**src/rtl/pci_cmd_rule_pkg.sv**
```systemverilog
package pci_cmd_rule_pkg;
  localparam int NUM_RULES       = 7;
  localparam int RULE_RESERVED   = 0;
  localparam int RULE_DAC_IRDY   = 1;
  localparam int RULE_DAC_DOUBLE = 2;
  localparam int RULE_DAC_UPPER  = 3;
  localparam int RULE_REQ_GAP    = 4;
  localparam int RULE_LOCK       = 5;
  localparam int RULE_INT_ACK    = 6;

  localparam logic [3:0] CMD_INTACK = 4'b0000;
  localparam logic [3:0] CMD_DAC    = 4'b1101;

  typedef enum logic [1:0] {PH_IDLE, PH_DAC2, PH_DATA} phase_e;

  typedef struct packed {
    logic addrFirst;
    logic addrSecond;
    logic firstData;
    logic dataBusy;
    logic termHit;
  } strobe_t;

  function automatic logic isReserved(input logic [3:0] c);
    return (c == 4'b0100) || (c == 4'b0101) || (c == 4'b1000) || (c == 4'b1001);
  endfunction
endpackage

```
**src/rtl/pci_cmd_rule_ctrl.sv**
```systemverilog
module pci_cmd_rule_ctrl
  import pci_cmd_rule_pkg::*;
(
  input  logic       clk,
  input  logic       rstN,
  input  logic       frameN,
  input  logic       irdyN,
  input  logic       trdyN,
  input  logic       stopN,
  input  logic       devselN,
  input  logic [3:0] cmdLow,
  output strobe_t    strobes
);
  phase_e phase;
  logic   firstPend;
  logic   xferSeen;
  logic   termSeen;
  logic   busIdle;
  logic   retryNow;
  logic   discNow;

  assign busIdle = frameN & irdyN;

  always_comb begin
    strobes.addrFirst  = (phase == PH_IDLE) && !frameN;
    strobes.addrSecond = (phase == PH_DAC2);
    strobes.firstData  = (phase == PH_DATA) && firstPend;
    strobes.dataBusy   = (phase == PH_DATA) && !busIdle;
    retryNow = strobes.dataBusy && !stopN && !devselN && trdyN && !xferSeen;
    discNow  = strobes.dataBusy && !stopN && !devselN && (xferSeen || !trdyN);
    strobes.termHit = (retryNow || discNow) && !termSeen;
  end

  always_ff @(posedge clk) begin
    if (!rstN) begin
      phase     <= PH_IDLE;
      firstPend <= 1'b0;
      xferSeen  <= 1'b0;
      termSeen  <= 1'b0;
    end else begin
      case (phase)
        PH_IDLE: begin
          xferSeen <= 1'b0;
          termSeen <= 1'b0;
          if (!frameN) begin
            phase     <= (cmdLow == CMD_DAC) ? PH_DAC2 : PH_DATA;
            firstPend <= (cmdLow != CMD_DAC);
          end
        end
        PH_DAC2: begin
          phase     <= PH_DATA;
          firstPend <= 1'b1;
        end
        PH_DATA: begin
          firstPend <= 1'b0;
          if (!irdyN && !trdyN) xferSeen <= 1'b1;
          if (strobes.termHit)  termSeen <= 1'b1;
          if (busIdle)          phase    <= PH_IDLE;
        end
        default: phase <= PH_IDLE;
      endcase
    end
  end
endmodule

```
**src/rtl/pci_cmd_rule_datapath.sv**
```systemverilog
module pci_cmd_rule_datapath
  import pci_cmd_rule_pkg::*;
#(
  parameter int NUM_INT = 4,
  parameter int REQ_GAP = 2
) (
  input  logic                 clk,
  input  logic                 rstN,
  input  strobe_t              strobes,
  input  logic [7:0]           cbe,
  input  logic                 irdyN,
  input  logic                 lockN,
  input  logic                 reqN,
  input  logic [NUM_INT-1:0]   intN,
  output logic [NUM_RULES-1:0] errFlags
);
  localparam int GAP_W = $clog2(REQ_GAP + 1);

  logic [3:0]           upperHeld;
  logic [GAP_W-1:0]     gapCnt;
  logic                 lockFree;
  logic                 lockHeld;
  logic                 lockPrev;
  logic [NUM_INT-1:0]   intPrev;
  logic [NUM_INT-1:0]   intPend;
  logic [NUM_INT-1:0]   intRelease;
  logic [NUM_INT-1:0]   intFall;
  logic [NUM_RULES-1:0] hit;
  logic                 ackSeen;
  logic                 addrAny;
  logic                 lockRelease;
  logic                 lockLate;

  assign addrAny = strobes.addrFirst || strobes.addrSecond;
  assign ackSeen = addrAny && (cbe[3:0] == CMD_INTACK);

  assign lockRelease = strobes.dataBusy && !strobes.firstData && lockHeld && lockN;
  assign lockLate    = strobes.dataBusy && !strobes.firstData && !lockHeld && lockPrev && !lockN;

  always_comb begin
    hit = '0;
    hit[RULE_RESERVED]   = addrAny && isReserved(cbe[3:0]);
    hit[RULE_DAC_IRDY]   = strobes.addrSecond && !irdyN;
    hit[RULE_DAC_DOUBLE] = strobes.addrSecond && (cbe[3:0] == CMD_DAC);
    hit[RULE_DAC_UPPER]  = strobes.addrSecond && (cbe[3:0] != upperHeld);
    hit[RULE_REQ_GAP]    = (gapCnt != '0) && !reqN;
    hit[RULE_LOCK]       = lockRelease || lockLate;
    hit[RULE_INT_ACK]    = (|(intRelease & intPend)) && !ackSeen;
  end

  generate
    for (genvar i = 0; i < NUM_INT; i++) begin : g_intLine
      assign intRelease[i] = !intPrev[i] && intN[i];
      assign intFall[i]    = intPrev[i] && !intN[i];
      always_ff @(posedge clk) begin
        if (!rstN) begin
          intPrev[i] <= 1'b1;
          intPend[i] <= 1'b0;
        end else begin
          intPrev[i] <= intN[i];
          if (intFall[i])                     intPend[i] <= 1'b1;
          else if (ackSeen || intRelease[i])  intPend[i] <= 1'b0;
        end
      end
    end
  endgenerate

  always_ff @(posedge clk) begin
    if (!rstN) begin
      upperHeld <= '0;
      gapCnt    <= '0;
      lockFree  <= 1'b0;
      lockHeld  <= 1'b0;
      lockPrev  <= 1'b1;
      errFlags  <= '0;
    end else begin
      lockPrev <= lockN;
      if (strobes.addrFirst) upperHeld <= cbe[7:4];
      if (addrAny) lockFree <= lockN;
      if (strobes.addrFirst)      lockHeld <= 1'b0;
      else if (strobes.firstData) lockHeld <= lockFree && !lockN;
      if (strobes.termHit)     gapCnt <= GAP_W'(REQ_GAP);
      else if (gapCnt != '0)   gapCnt <= gapCnt - 1'b1;
      errFlags <= errFlags | hit;
    end
  end
endmodule

```
**src/rtl/pci_cmd_rule_mon.sv**
```systemverilog
module pci_cmd_rule_mon
  import pci_cmd_rule_pkg::*;
#(
  parameter int NUM_INT = 4,
  parameter int REQ_GAP = 2
) (
  input  logic                 clk,
  input  logic                 rstN,
  input  logic                 frameN,
  input  logic                 irdyN,
  input  logic                 trdyN,
  input  logic                 stopN,
  input  logic                 devselN,
  input  logic [7:0]           cbe,
  input  logic                 lockN,
  input  logic                 reqN,
  input  logic [NUM_INT-1:0]   intN,
  output logic [NUM_RULES-1:0] errFlags
);
  strobe_t strobes;

  pci_cmd_rule_ctrl ctrl_i (
    .clk(clk), .rstN(rstN), .frameN(frameN), .irdyN(irdyN), .trdyN(trdyN),
    .stopN(stopN), .devselN(devselN), .cmdLow(cbe[3:0]), .strobes(strobes)
  );

  pci_cmd_rule_datapath #(.NUM_INT(NUM_INT), .REQ_GAP(REQ_GAP)) dp_i (
    .clk(clk), .rstN(rstN), .strobes(strobes), .cbe(cbe), .irdyN(irdyN),
    .lockN(lockN), .reqN(reqN), .intN(intN), .errFlags(errFlags)
  );
endmodule

```
**config.mk**
```make
export PLATFORM = sky130hd
export DESIGN_NAME = pci_cmd_rule_mon
export DESIGN_NICKNAME = d
export VERILOG_FILES = /design/src/rtl/pci_cmd_rule_pkg.sv /design/src/rtl/pci_cmd_rule_ctrl.sv /design/src/rtl/pci_cmd_rule_datapath.sv /design/src/rtl/pci_cmd_rule_mon.sv
export SDC_FILE = /design/constraint.sdc
export NUM_CORES = 1
export LEC_CHECK = 0
export BUFFER_PORTS_ARGS = -buffer_cell sky130_fd_sc_hd__buf_2
export CAP_MARGIN = 20
export CORE_UTILIZATION = 39
export DETAILED_ROUTE_END_ITERATION = 7
export GPL_TIMING_DRIVEN = 0
export PLACE_DENSITY = 0.67
export SYNTH_ARGS = -nofsm -noshare
export SYNTH_HDL_FRONTEND = slang
export SYNTH_SLANG_ARGS = --single-unit
```
**constraint.sdc**
```tcl
create_clock -name clk -period 1.4 [get_ports clk]
set_input_delay 0.21 -clock clk [delete_from_list [all_inputs] [get_ports clk]]
set_output_delay 0.21 -clock clk [all_outputs]
set_load 0.03 [all_outputs]
```
After elaboration in Yosys (flattened, before gate mapping)
Index checks and enable logic that the tools add are counted.
W data, S select, Z words.
- register bits after elaboration: 29
- input port bits: 21
- output and inout bits: 7
- word-level logic and storage cells: 138
- add/sub/neg operators: 1
- equality and inequality tests: 13
- mux-type cells: 20
- bitwise operators: 4
- reductions and logical operators: 81
- operators with widths (cell ; number):
    $logic_and A1 B1 Y1 ; 32
    $logic_not A1 Y1 ; 21
    $reduce_bool A2 Y1 ; 7
    $eq A4 B4 Y1 const B ; 3
    $logic_or A1 B1 Y1 ; 11
    $mux W1 ; 11
    $mux W2 ; 5
    $eq A4 B3 Y1 const B ; 2
    $reduce_and A2 Y1 ; 4
    $or A7 B7 Y7 ; 1
    $pmux W2 S3 ; 1
    $and A4 B4 Y4 ; 1
    $logic_not A4 Y1 ; 1
    $ne A2 B1 Y1 const B ; 2
    $ne A2 B2 Y1 const B ; 2
    $ne A4 B4 Y1 ; 1
    $ne A4 B4 Y1 const B ; 1
    $pmux W1 S2 ; 2
    $reduce_or A2 Y1 ; 2
    $reduce_or A4 Y1 ; 1
    $pmux W1 S3 ; 1
    $reduce_bool A3 Y1 ; 1
    $eq A2 B1 Y1 const B ; 1
    $eq A2 B2 Y1 const B ; 1
    other kinds (4) ; 4

Longest topological paths before layout
- word-level depth: 11
- depth in mapped cells: 7
- depth with buffers taken out: 6

By module
From an unflattened synthesis, not the netlist that was laid out.
- cells, all modules: 133
- area total of the unflattened synthesis: 1243.7 µm²
- by module, submodules not included (module ; instances ; cells each ; area each (µm²) ; sequential area each (µm²)):
    pci_cmd_rule_datapath ; 1 ; 99 ; 963.4 ; 480.5
    pci_cmd_rule_ctrl ; 1 ; 34 ; 280.3 ; 80.1

Worst setup path before layout
OpenSTA, ideal clock, no wires.
- kind: register to register
- start: register ctrl_i.phase[0]
- end: register dp_i.intPend[0]
- setup time: 0.076 ns
- data arrival time: 1.329 ns
- setup slack: -0.005 ns
- stages on the path, launching flop included: 8
- path buffers: 1
- cells stage by stage: dfxtp_1 > inv_1 > ha_1 > nor2b_1 > buf_2 > o21ai_2 > nand3_1 > a21boi_0
- word-level cells in the longest chain between the ends: 6
- elaborated cells between the ends (all ways): 7
- those cells by class: 1 x eq/ne; 6 x reduce/logical
- ends and longest elaborated chain (what ; RTL line ; RTL):
    start, declared ; pci_cmd_rule_ctrl.sv:14 ; phase_e phase;
    start signal, assigned ; pci_cmd_rule_ctrl.sv:46 ; phase <= (cmdLow == CMD_DAC) ? PH_DAC2 : PH_DATA;
    $logic_not A2 Y1 ; pci_cmd_rule_ctrl.sv:25 ; strobes.addrFirst = (phase == PH_IDLE) && !frameN;
    $logic_and A1 B1 Y1 ; pci_cmd_rule_ctrl.sv:25 ;
    $logic_or A1 B1 Y1 (*) ; pci_cmd_rule_datapath.sv:34 ; assign addrAny = strobes.addrFirst || strobes.addrSecond;
    $logic_and A1 B1 Y1 (*) ; pci_cmd_rule_datapath.sv:35 ; assign ackSeen = addrAny && (cbe[3:0] == CMD_INTACK);
    $logic_or A1 B1 Y1 (*) ; pci_cmd_rule_datapath.sv:62 ; else if (ackSeen || intRelease[i]) intPend[i] <= 1'b0;
    $reduce_bool A2 Y1 (no line) (*) ; - ;
    end signal, assigned by index ; pci_cmd_rule_datapath.sv:58 ; intPend[i] <= 1'b0;
    end signal, assigned by index ; pci_cmd_rule_datapath.sv:61 ; if (intFall[i]) intPend[i] <= 1'b1;
    end signal, assigned by index ; pci_cmd_rule_datapath.sv:62 ;
    end, declared ; pci_cmd_rule_datapath.sv:25 ; logic [NUM_INT-1:0] intPend;
Mark *: on every way between the ends. The rest lies on a longest branch, timed or not.
A chain may end at the register's enable or synchronous reset.

Worst setup path in the final report
- start: register ctrl_i.phase[0]
- end: register dp_i.gapCnt[1]
- word-level cells in the longest chain between the ends: 9
- elaborated cells between the ends (all ways): 11
- those cells by class: 1 x eq/ne; 1 x mux; 9 x reduce/logical
- ends and longest elaborated chain (what ; RTL line ; RTL):
    $eq A2 B2 Y1 (*) ; pci_cmd_rule_ctrl.sv:28 ; strobes.dataBusy = (phase == PH_DATA) && !busIdle;
    $logic_and A1 B1 Y1 (*) ; pci_cmd_rule_ctrl.sv:28 ;
    $logic_and A1 B1 Y1 (*) (2 in a row) ; pci_cmd_rule_ctrl.sv:29, pci_cmd_rule_ctrl.sv:30 ;
    $logic_and A1 B1 Y1 (2 in a row) ; pci_cmd_rule_ctrl.sv:29 ; retryNow = strobes.dataBusy && !stopN && !devselN && trdyN && !xferSeen;
    $logic_or A1 B1 Y1 (*) ; pci_cmd_rule_ctrl.sv:31 ; strobes.termHit = (retryNow || discNow) && !termSeen;
    $logic_and A1 B1 Y1 (*) ; pci_cmd_rule_ctrl.sv:31 ;
    $mux W2 / $reduce_bool A2 Y1 (equally long branches) ; - ;
    end signal, assigned ; pci_cmd_rule_datapath.sv:82 ; if (strobes.termHit) gapCnt <= GAP_W'(REQ_GAP);
    end signal, assigned ; pci_cmd_rule_datapath.sv:83 ; else if (gapCnt != '0) gapCnt <= gapCnt - 1'b1;
    end, declared ; pci_cmd_rule_datapath.sv:20 ; logic [GAP_W-1:0] gapCnt;
Marks and branches as above.

==> results.cfg <==
[status]
status = finished with violations
violations = setup timing

[logic_synthesis]
synth_edf_count = 0
synth_top_family_by_area = simple AND/OR/NAND/NOR gates
ys.flop_type = dfxtp_1
synth-simple-area-share_pct = 25.05
netlist_area_sq_mm = 0.001229
synth_top_area_share_pct = 45.62
synth_seq_cells = 28
postSynth.asyncResetShare_pct = 0
synthMuxAreaShare_pct = 3.259
synthAdderAreaFrac_pct = 4.073
synth.distinct_cells = 28
synth_compound_area_share_pct = 15.89
synth.area.top_cells = dfxtp_1 (46%), nand2b_1 (7.1%), o21a_1 (4.9%), ha_1 (4.1%), a21boi_0 (3.7%)
ys_warn_count = 0
seq_area_frac_synth_pct = 45.62
synth_area_per_cell_sq_um = 9.379
synth-xor-area-share_pct = 3.564
synth_top_area_cell = dfxtp_1
synthMostInstantiatedCell = dfxtp_1
ys_top_cells_by_count = dfxtp_1 (28), nand2b_1 (14), nand2_1 (8), o21a_1 (8)
synthesis.nets = 156
synthCells = 131

[cells_and_area]
layoutNonFillerInstCount = 208
fin_util_pct = 51.32
diodes = 0
areaGrowthSynthToFinish_pct = 26.48
drive_above_1_share_pct = 28.05
finalNetCount = 190

[route]
wl_per_cell_um = 12.56
viasPerCell = 4.846
routed_wl_um = 2613
ant_nets = 0
drt_iter0_drc = 30
dr.pass1.iters = 6
vias = 1008
drcViolationCount = 0

[worst_setup_path]
cpPeakStageDelay_ps = 370
critPathCaptureType = flop
path_class = reg2reg
worstPathMaxFanout = 4
required_ps = 1690
worstPathCellList = inv_4 > ha_4 > a21bo_4 > or3_4 > nor2_4 > o21a_1
arrival_ps = 1690
r2r_setup_slack_ps = -3
worstSetupStartpointType = flop
slowest_stage = dfxtp_2

[timing]
worst_slack_ps = -2.804
post-route-min-period_ps = 1403
finalSetupViolations = 1
relSlewSlack_pct = 67.48
worst_pin_slew_ps = 483.3
fmax_ghz = 0.7129
finalHoldViolations = 0
finClkSkew_ps = 2.947
period_share_pct = 100.2
grt_setup_unrepaired = true
finalMaxSlewViolations = 0

[flow_run]
max-cap-violations = 0

[cts]
clk_path_buf_depth = 2
cts_buffers = 3
cts_max_level = 1
cts.clk_slew.worst_paths_ps = 140
insertion_delay_ps = 330
cts_tree = yes
cts_root_buf = clkbuf_4
clkSinkCount = 28

[placement]
hpwlAfterDp_um = 1920
dp_cells = 200
numPortBuffers = 25
gp_congestion = 0.8413

[die]
initial_core_util_pct = 40.58
die-area_sq_mm = 0.003379
rows = 20
die_x_um = 58.13
io_pins = 28
core-area_sq_mm = 0.003028
die_h_um = 58.13

[grt]
grt_pass1_wl_um = 4574
antenna_found_initial = 0
grt_use_total_pct = 17.82
gr-total-overflow = 0
grt_max_degree = 16
grt_pass1_vias = 1046

[power_and_ir_drop]
power.density_mw_per_mm2 = 1025
power.leakage_nw = 0.6258
peakVddDrop_v = 0.0006718
finalPower_mw = 1.593

[hold_path]
hp-class = in2reg
## cells in the final DEF (no fill, tap or decap)
master     count
dfxtp_1       26
buf_2         25
nand2b_1      14
o21a_1         8
nand2_1        8
a21oi_1        7
nor2_1         6
nor2b_1        6
xnor2_1        5
nand3_1        4
nor3_1         4
mux2i_1        4
buf_4          4
clkbuf_1       3
a21boi_0       3
a21boi_1       3
nor3b_1        3
nand3b_1       3
clkbuf_4       3
inv_4          2
inv_1          2
o2111ai_1      2
o21ai_0        2
ha_4           2
nor2b_4        1
nor4_1         1
o21ai_4        1
a41oi_1        1
nand4b_1       1
a21bo_4        1
or3_4          1
nor2_4         1
and2_1         1
ha_2           1
ha_1           1
clkbuf_8       1
dfxtp_2        1
dfxtp_4        1
buf_12         1
## through the flow
stage / setup WS [ps] / TNS (ps) / cell area [sq um] / hold WS (ps)
floorplan: 11.95 / 0 / 1236 / 311.5
global placement: -114.8 / -688.8 / 1416 / 419.2
detailed placement: -207.0 / -1627 / 1416 / 434.3
CTS: -16.63 / -56.63 / 1526 / 79.52
global route: -52.36 / -116.1 / 1554 / 83.68
finish: -2.804 / -2.804 / 1554 / 93.08
## worst paths after layout
| path | from | endpoint | cells after the start |
|---|---|---|---|
| min | intN[0] | dp_i.intPrev[0]$_SDFF_PN1_ | 2 |
| min reg2reg | dp_i.gapCnt[0]$_SDFFE_PP0N_ | dp_i.gapCnt[0]$_SDFFE_PP0N_ | 1 |
| max reg2reg | ctrl_i.phase[0]$_SDFFE_PN0P_ | dp_i.gapCnt[1]$_SDFFE_PN0P_ | 6 |
| max | ctrl_i.phase[0]$_SDFFE_PN0P_ | dp_i.gapCnt[1]$_SDFFE_PN0P_ | 6 |
## timing repair
action,in CTS,in global routing
hold buffers,0,0
pin swaps,2,1
resized for setup,11,8
endpoints found under the setup margin,14,14
setup buffers,4,1
## state kept, by name, summed over array words and instances, names as in the netlist
signal / cells
ctrl_i.firstPend: 1
ctrl_i.phase: 2
ctrl_i.termSeen: 1
dp_i.errFlags: 7
dp_i.gapCnt: 2
dp_i.intPend: 4
dp_i.intPrev: 4
dp_i.lockFree: 1
dp_i.lockHeld: 1
dp_i.lockPrev: 1
dp_i.upperHeld: 4
## power by group
| part | internal (mW) | total (mW) | switching (mW) |
|---|---|---|---|
| Sequential | 0.847 | 0.881 | 0.0342 |
| Clock | 0.159 | 0.391 | 0.232 |
| Combinational | 0.166 | 0.321 | 0.154 |
## logic make-up after synthesis
group | after synthesis
simple gates | 54
fa+ha+maj | 4
xor+xnor | 5
compound gates | 28
buf+inv | 8
mux | 4
flops | 28
## worst max-delay path: cells and delay by family (launching register included)
family / cells / cell delay, ps
simple gates: 2 / 440
flops: 1 / 370
compound gates: 2 / 350
fa+ha+maj: 1 / 130
buf+inv: 1 / 70
## layout make-up
cell class / instances / area [sq um]
Clock buffer: 4 / 36.28
Inverter: 4 / 20.02
Tap cell: 44 / 55.05
Timing Repair Buffer: 30 / 175.2
Fill cell: 295 / 1474
Buffer: 3 / 11.26
Sequential cell: 28 / 565.5
Multi-Input combinational cell: 95 / 690.7
## metal layers
metal | global-route usage, % | wire [um] | vias to the layer above
met3 | 4.688 | 97 | 2
met5 | 0 | 0 | -
met4 | 5.442 | 17 | 0
met2 | 32.02 | 1305 | 22
li1 | - | - | 511
met1 | 20.58 | 1192 | 473
Power figures use the tool's default switching activity.
